### config.mk
export PLATFORM = sky130hd
export DESIGN_NAME = irq_state_tracker
export DESIGN_NICKNAME = d
export VERILOG_FILES = /design/src/rtl/irq_trk_pkg.sv /design/src/rtl/irq_req_sync.sv /design/src/rtl/irq_slot.sv /design/src/rtl/irq_state_tracker.sv
export SDC_FILE = /design/constraint.sdc
export NUM_CORES = 1
export LEC_CHECK = 0
export ABC_AREA = 1
export BUFFER_PORTS_ARGS = -buffer_cell sky130_fd_sc_hd__buf_2
export CORE_UTILIZATION = 45
export CTS_BUF_LIST = sky130_fd_sc_hd__clkbuf_2
export DETAILED_ROUTE_END_ITERATION = 12
export PLACE_DENSITY = 0.85
export SKIP_CTS_REPAIR_TIMING = 1
export SLEW_MARGIN = 30
export SYNTH_ARGS = -nofsm -noshare
export SYNTH_HDL_FRONTEND = slang
export SYNTH_HIERARCHICAL = 1
export SYNTH_SLANG_ARGS = --single-unit
### constraint.sdc
create_clock -name clk -period 0.8 [get_ports clk]
set_input_delay 0.2 -clock clk [delete_from_list [all_inputs] [get_ports clk]]
set_output_delay 0.2 -clock clk [all_outputs]
set_load 0.05 [all_outputs]
### src/rtl/irq_trk_pkg.sv
package irq_trk_pkg;
  // status held for one interrupt line
  typedef struct packed {
    logic en;
    logic pend;
    logic act;
  } irq_slot_t;

  localparam int unsigned SYNC_STAGES = 2;
endpackage

### src/rtl/irq_req_sync.sv
module irq_req_sync #(
  parameter int unsigned WIDTH = 8
) (
  input  logic             clk,
  input  logic             rst_n,
  input  logic [WIDTH-1:0] req_async,
  output logic [WIDTH-1:0] req_lvl,
  output logic [WIDTH-1:0] req_rise
);
  logic [WIDTH-1:0] meta_q, sync_q, prev_q;
  logic [WIDTH-1:0] meta_d, sync_d, prev_d;

  always_comb begin
    meta_d = req_async;
    sync_d = meta_q;
    prev_d = sync_q;
  end

  always_ff @(posedge clk or negedge rst_n) begin
    if (!rst_n) begin
      meta_q <= '0;
      sync_q <= '0;
      prev_q <= '0;
    end else begin
      meta_q <= meta_d;
      sync_q <= sync_d;
      prev_q <= prev_d;
    end
  end

  assign req_lvl  = sync_q;
  assign req_rise = sync_q & ~prev_q;

  generate
    for (genvar gi = 0; gi < WIDTH; gi++) begin : g_chk
      // a detected edge lasts exactly one cycle
      p_rise_single_r2: assert property (@(posedge clk) disable iff (!rst_n)
        req_rise[gi] |=> !req_rise[gi]);
    end
  endgenerate
endmodule

### src/rtl/irq_slot.sv
module irq_slot
  import irq_trk_pkg::*;
(
  input  logic clk,
  input  logic rst_n,
  input  logic req_rise,
  input  logic req_lvl,
  input  logic sw_set,
  input  logic sw_clr,
  input  logic en_we,
  input  logic en_d,
  input  logic entry_hit,
  input  logic exit_hit,
  output logic en,
  output logic pend,
  output logic act,
  output logic ready
);
  irq_slot_t st_q, st_d;
  logic hw_set;

  always_comb begin
    hw_set = req_rise | (exit_hit & req_lvl);
    st_d   = st_q;
    if (en_we) st_d.en = en_d;
    // set sources dominate every clear source
    st_d.pend = hw_set | sw_set | (st_q.pend & ~(sw_clr | entry_hit));
    if (entry_hit)     st_d.act = 1'b1;
    else if (exit_hit) st_d.act = 1'b0;
  end

  always_ff @(posedge clk or negedge rst_n) begin
    if (!rst_n) st_q <= '0;
    else        st_q <= st_d;
  end

  assign en    = st_q.en;
  assign pend  = st_q.pend;
  assign act   = st_q.act;
  assign ready = st_q.en & st_q.pend & ~st_q.act;

  p_entry_r5: assert property (@(posedge clk) disable iff (!rst_n)
    entry_hit && !hw_set && !sw_set |=> act && !pend);
  p_hw_wins_r10: assert property (@(posedge clk) disable iff (!rst_n)
    hw_set |=> pend);
  p_pend_holds_r2: assert property (@(posedge clk) disable iff (!rst_n)
    pend && !sw_clr && !entry_hit |=> pend);
  p_exit_clears_r6: assert property (@(posedge clk) disable iff (!rst_n)
    exit_hit && !entry_hit |=> !act);
  p_en_hold_r11: assert property (@(posedge clk) disable iff (!rst_n)
    !en_we |=> $stable(en));
endmodule

### src/rtl/irq_state_tracker.sv
module irq_state_tracker #(
  parameter int unsigned NUM_IRQ = 8,
  parameter int unsigned IDX_W   = (NUM_IRQ > 1) ? $clog2(NUM_IRQ) : 1
) (
  input  logic               clk,
  input  logic               rst_n,
  input  logic [NUM_IRQ-1:0] irq_req,
  input  logic [NUM_IRQ-1:0] sw_set_pend,
  input  logic [NUM_IRQ-1:0] sw_clr_pend,
  input  logic               en_wr,
  input  logic [NUM_IRQ-1:0] en_data,
  input  logic               entry_vld,
  input  logic [IDX_W-1:0]   entry_idx,
  input  logic               exit_vld,
  input  logic [IDX_W-1:0]   exit_idx,
  output logic [NUM_IRQ-1:0] pend_o,
  output logic [NUM_IRQ-1:0] act_o,
  output logic [NUM_IRQ-1:0] en_o,
  output logic [NUM_IRQ-1:0] ready_o
);
  logic [NUM_IRQ-1:0] lvl, rise, entry_hit, exit_hit;

  irq_req_sync #(.WIDTH(NUM_IRQ)) u_sync (
    .clk       (clk),
    .rst_n     (rst_n),
    .req_async (irq_req),
    .req_lvl   (lvl),
    .req_rise  (rise)
  );

  generate
    for (genvar gi = 0; gi < NUM_IRQ; gi++) begin : g_slot
      assign entry_hit[gi] = entry_vld && (entry_idx == IDX_W'(gi));
      assign exit_hit[gi]  = exit_vld  && (exit_idx  == IDX_W'(gi));

      irq_slot u_slot (
        .clk       (clk),
        .rst_n     (rst_n),
        .req_rise  (rise[gi]),
        .req_lvl   (lvl[gi]),
        .sw_set    (sw_set_pend[gi]),
        .sw_clr    (sw_clr_pend[gi]),
        .en_we     (en_wr),
        .en_d      (en_data[gi]),
        .entry_hit (entry_hit[gi]),
        .exit_hit  (exit_hit[gi]),
        .en        (en_o[gi]),
        .pend      (pend_o[gi]),
        .act       (act_o[gi]),
        .ready     (ready_o[gi])
      );
    end
  endgenerate

  // an active line never appears in the ready vector
  p_ready_not_act_r6: assert property (@(posedge clk) disable iff (!rst_n)
    (act_o & ready_o) == '0);
  // one entry strobe activates at most one line
  p_entry_onehot_r5: assert property (@(posedge clk) disable iff (!rst_n)
    $onehot0(entry_hit));
endmodule

==> metrics.txt, run 1 <==
status complete, but fails checks; violated checks hold timing, setup timing; Synth Warn # 6; Worst EP arrival around 1200 ps; initial core utilization 46.73%; Die ar. around 4400 um^2; Yosys top cell area share between 60% and 70%; vias 1654; Fin Hold WS -9.706 ps; Synth Area in Adders 0%; Yosys top cell by area dfrtp_1; total power 0.005976 W; DP Wirelength ~2900 um; top_reg_cell synth dfrtp_1; Comb power frac 31.2%; largest net degree at the start of global routing 49; Diodes inserted 0; EDFF count, synth 0; number of remaining DRC errors 0; RSZ-0062 raised after global routing yes; clock sinks 48; Net Sw Frac between 30% and 40%; vias in the first global route between 1000 and 1500; DRT Pass-1 Iters 4; first-pass GRT wire length between 5000 and 6000 um; CP Capture Point ready_o[1]; Crit. End Element primary output; Post-synth top cells nand2_1, dfrtp_1, nor2_1; Worst-path clk slew 210 ps; Worst slew margin between 70% and 80%; Synth Area in Compound Gates 5.355%; H-tree depth 2; CORE AREA between 4000 and 5000 um^2; Fin. Hold Viols 3; nets 369; Crit Path Class register to primary output; Flop pwr share about half; Pint 0.003915 W; largest family of logic cells by synthesized area simple AND/OR/NAND/NOR gates; switching pwr just over 0.002 W; initial antenna violation count 0; ranking of synthesized cells by area dfrtp_1, nand2_1, nor2_1; Clk pwr share between 20% and 30%; Register Area between 1000 and 1500 um^2; xor/xnor share of the synthesized area 0%; Rows 23; Syn Nets 253; Final Max Slew Viols 0; Max Freq ~0.7 GHz; WL/cell about 12 um; maximum buffer depth of the clock tree 2; vias per cell 4.387; 1st-iter DRT viols 70; Pwr per Cell Area ~2000 nW/um^2; post-synthesis simple-gate area fraction 22.76%; Die Ht 66.45 um; Clock Skew ~5.8 ps; layout cell share with drive strength beyond 1 44.65%; Setup violations, final 40; R2R setup slack -60 ps; R2R cell count 6; Synth-to-Final Area Change 63.12%; HP Class input port to register; Avg Cell Area, Syn around 8.9 um^2; DP Area about 2500 um^2; Mapped Area between 1500 and 2000 um^2; worst r2r dst g_slot[0].u_slot/pend; crit share post-route 173.4%; Multi-input gate area between 600 and 700 um^2; Worst Setup Slack, final -587.1 ps; Post-Synthesis Cells 210; antenna viol nets, final 0; Final Routed Wirelength between 4000 and 5000 um; post-synthesis sequential area ratio between 60 and 70%; number of buffers added on ports 74; synth unique cells 7; flop and latch count out of synthesis 48; Die Wd about 66 um; Num CTS Buffers 5; post-synthesis mux area share 0%; Fillers around 270; worst slew pin tran about 350 ps; CTS tree yes; Critical Path Fanout Max 3; Peak VDD IR ~1.4 mV; I/O Pins between 70 and 80; grt ovf 0; Req. time, crit path ~600 ps; worst skew pair latency ~410 ps; overall routing resource usage between 10% and 20%; Final GP Congestion approximately 0.73; root buffer cell clkbuf_2; startpoint types register; number of max-cap violations 0; FFs w/ async S/R, synth 100.0%; RR Startpoint u_sync/req_lvl[0]; Period minus WS final 1387 ps; Crit. Startpoint g_slot[1].u_slot/act; static leakage approximately 1.6 nW; most common cell in the netlist nand2_1; final instance area between 3000 and 4000 um^2
[sequential cells by signal, summed over array words and instances, names as in the netlist]
name                cells
u_sync/prev_q           8
g_slot.u_slot/act       8
u_sync/req_lvl          8
g_slot.u_slot/pend      8
u_sync/meta_q           8
g_slot.u_slot/en        8
[cell type report]
cell class	count	area share (%)
multi-input cells	124	20.07
repair buffers	109	30.78
flip-flops and latches	48	40.38
well taps	50	2.052
inverters	38	4.678
clock buffers	5	0.8207
clock inverters	3	1.231
[power by group through the flow]
stage	sequential, W	clock [W]	combinational (W)
floorplan	0.00340	0	0.000472
global placement	0.00288	0	0.00143
detailed placement	0.00290	0	0.00146
CTS	0.00286	0.00128	0.00146
global route	0.00292	0.00136	0.00199
finish	0.00289	0.00122	0.00186
[stage by stage]
stage          util, %  instances  worst slack [ps]  TNS [ps]
2_1_floorplan        -        210            -314.1     -2513
3_3_place_gp     62.12        342            -157.7     -3143
3_5_place_dp     62.12        342            -183.2     -3654
4_1_cts          63.68        350            -694.5    -19230
5_1_grt          76.23        377            -666.8    -18860
6_report         76.23        377            -587.1    -16140
[cell families after synthesis]
| logic type | Yosys count |
|---|---|
| buffers and inverters | 38 |
| AND/OR/NAND/NOR | 108 |
| AO/OA/AOI/OAI | 16 |
| flip-flops | 48 |
[cell usage in the layout, fill, tap and decap left out, drive strengths merged]
cell          n
buf          86
bufinv        1
clkbuf        5
clkinv        2
dfrtp        48
dlygate4sd3  23
inv          38
nand2        60
nor2         48
o21ai         8
o21bai        8
[how the worst min path moves through the flow]
stage                   start                     to  slack [ps]  depth (start not counted)
5_1_grt        sw_clr_pend[0]  g_slot[0].u_slot/pend          -3                          4
3_3_place_gp            rst_n  g_slot[4].u_slot/pend         200                          2
6_report       sw_clr_pend[0]  g_slot[0].u_slot/pend         -10                          4
3_5_place_dp            rst_n    g_slot[4].u_slot/en         200                          2
2_1_floorplan           rst_n   g_slot[0].u_slot/act        -100                          0
4_1_cts                 rst_n       u_sync/meta_q[1]        -290                          2
[layer usage]
metal	wire length, um	part of all wire, %	global-route usage (%)	vias to the layer above
met4	74	1.6	7.181	0
met5	0	0	0	-
met2	2476	54	32.91	53
li1	-	-	-	844
met1	1798	39	22.23	749
met3	268	5.8	5.651	8
[critical path, cell delays in order, from the launching register on]
cell	delay, ps
dfrtp_2	490
nor2_4	120
buf_6	160
No activity file was read; power rests on OpenSTA's default activity.
==> inputs of run 2 (changes only) <==
--- a/config.mk
+++ b/config.mk
@@ -10,7 +10,7 @@
 export CORE_UTILIZATION = 45
 export CTS_BUF_LIST = sky130_fd_sc_hd__clkbuf_2
 export DETAILED_ROUTE_END_ITERATION = 12
-export PLACE_DENSITY = 0.85
+export PLACE_DENSITY_LB_ADDON = 0.08
 export SKIP_CTS_REPAIR_TIMING = 1
 export SLEW_MARGIN = 30
 export SYNTH_ARGS = -nofsm -noshare
==> run 2 against run 1 <==
The run ends with setup timing left. Register-to-register slack worse by 30 ps. Fmax increased by 0.88%. Sequential power is essentially flat. Wire length shrank 0.84%. First-iteration DRC count decreased by 33%. Global-route usage shrank 0.69 points. Combinational power about the same. Critical path type unchanged.
==> metrics.txt, run 2 (synthesized netlist as in run 1, its figures left out) <==
violated checks setup timing; nets roughly 370; final instance area 3038 um^2; clock sinks 48; Peak VDD IR approximately 1.4 mV; crit share post-route 171.9%; largest net degree at the start of global routing just under 50; Crit. End Element primary output; Setup TNS -15900 ps; Layout Cells excl Fill 377; total power around 0.0057 W; DRT Pass-1 Iters 4; static leakage around 1.6 nW; Net Sw Frac a little over a third; Flop pwr share approximately 50%; Synth-to-Final Area Change 62.52%; Clock Skew approximately 13 ps; Worst slew margin approximately three quarters; switching pwr just over 0.002 W; 1st-iter DRT viols 47; number of buffers added on ports between 70 and 80; Pint 0.003683 W; Clk pwr share between 10% and 20%; WL/cell approximately 12 um; pre-CTS setup slack -174.9 ps; Final GP Congestion 0.7438; CORE AREA between 4000 and 5000 um^2; Crit Path Class register to primary output; Die Wd roughly 66 um; worst skew pair latency approximately 400 ps; DP Area approximately 2500 um^2; startpoint types register; maximum buffer depth of the clock tree 2; Rows 23; RSZ-0062 raised after global routing yes; DP Wirelength ~2800 um; Fin. Hold Viols 0; Die Ht 66.45 um; Worst EP arrival about 1200 ps; I/O Pins 75; first-pass GRT wire length 5823 um; Diodes inserted 0; Period minus WS final 1375 ps; Worst Setup Slack, final -575.0 ps; antenna viol nets, final 0; layout cell share with drive strength beyond 1 between 40% and 50%; initial core utilization a little under half; placed cells ~340; H-tree depth 2; Final Max Slew Viols 0; Setup violations, final 40; number of remaining DRC errors 0; root buffer cell clkbuf_2; Pwr per Cell Area ~1900 nW/um^2; Worst-path clk slew roughly 210 ps; number of max-cap violations 0; CTS tree yes; Req. time, crit path approximately 600 ps; overall routing resource usage 18.37%; vias per cell approximately 4.4; Die ar. between 4000 and 5000 um^2; Critical Path Fanout Max 3; Num CTS Buffers 5; status complete, but fails checks; HP Class input port to register; most common cell after layout, fill and taps aside nand2_1; worst slew pin tran around 360 ps; most frequent cells in the layout nand2_1, buf_2, inv_1, nor2_1, buf_6; grt ovf 0; slowest cell delay on critical path slightly below 500 ps; Final Routed Wirelength 4578 um; Max Freq between 0.7 and 0.8 GHz; critical path's slowest cell dfrtp_2; vias ~1700; initial antenna violation count 0; crit-path cells nor2_4 > buf_8; Comb power frac between 30 and 40%; vias in the first global route around 1400
## run 2: changes by cell type in the layout (fill, tap and decap cells not counted), sizes merged
| cell | change |
|---|---|
| buf | -1 |
| clkinv | -2 |
| clkbuf | +3 |
| dlygate4sd3 | +1 |
| bufinv | -1 |
## run 2: path summary, 6_finish.rpt
path / startpoint / endpoint / slack [ps] / depth (start not counted)
worst max-delay path: g_slot[1].u_slot/act / ready_o[1] / -580 / 2
worst min-delay path: sw_clr_pend[5] / g_slot[5].u_slot/pend / 8 / 4
worst max register to register: u_sync/req_lvl[3] / g_slot[3].u_slot/pend / -90 / 6
worst min register to register: u_sync/meta_q[2] / u_sync/req_lvl[2] / 380 / 0
max in group asynchronous: rst_n / g_slot[2].u_slot/act / 280 / 3
min in group asynchronous: rst_n / u_sync/prev_q[0] / 270 / 3
## run 2: layout make-up
type	count	area, um^2
sequential	48	1231
fill	301	962.2
timing repair buffer	109	952.2
multi-input combinational	124	609.3
inverter	38	142.6
tap	50	62.56
clock buffer	8	40.04
## run 2: per-layer routing
layer	global-route usage [%]	vias up	wire length, um
met3	4.452	7	228
met1	23.44	751	1866
met4	8.777	0	70
li1	-	847	-
met5	0	-	0
met2	29.34	54	2413
## run 2: power groups by stage
stage / Sequential (W) / Clock, W / Combinational [W]
final: 0.00288 / 0.000953 / 0.00189
after global routing: 0.00291 / 0.00108 / 0.00202
after CTS: 0.00285 / 0.000978 / 0.00147
after detailed placement: 0.00290 / 0 / 0.00147
after global placement: 0.00288 / 0 / 0.00145
after floorplan: 0.00340 / 0 / 0.000472
## run 2: worst max-delay path, delay by kind of cell (launching register included)
family,cells,cell delay [ps]
simple gates,1,130
flops,1,490
buf+inv,1,150
## run 2: stage by stage
stage / util, % / hold WS (ps)
after global routing: 75.95 / 3.977
after floorplan: - / -95.59
after CTS: 63.31 / -279.9
after global placement: 62.31 / 201.4
after detailed placement: 62.31 / 198.3
final: 75.95 / 8.397
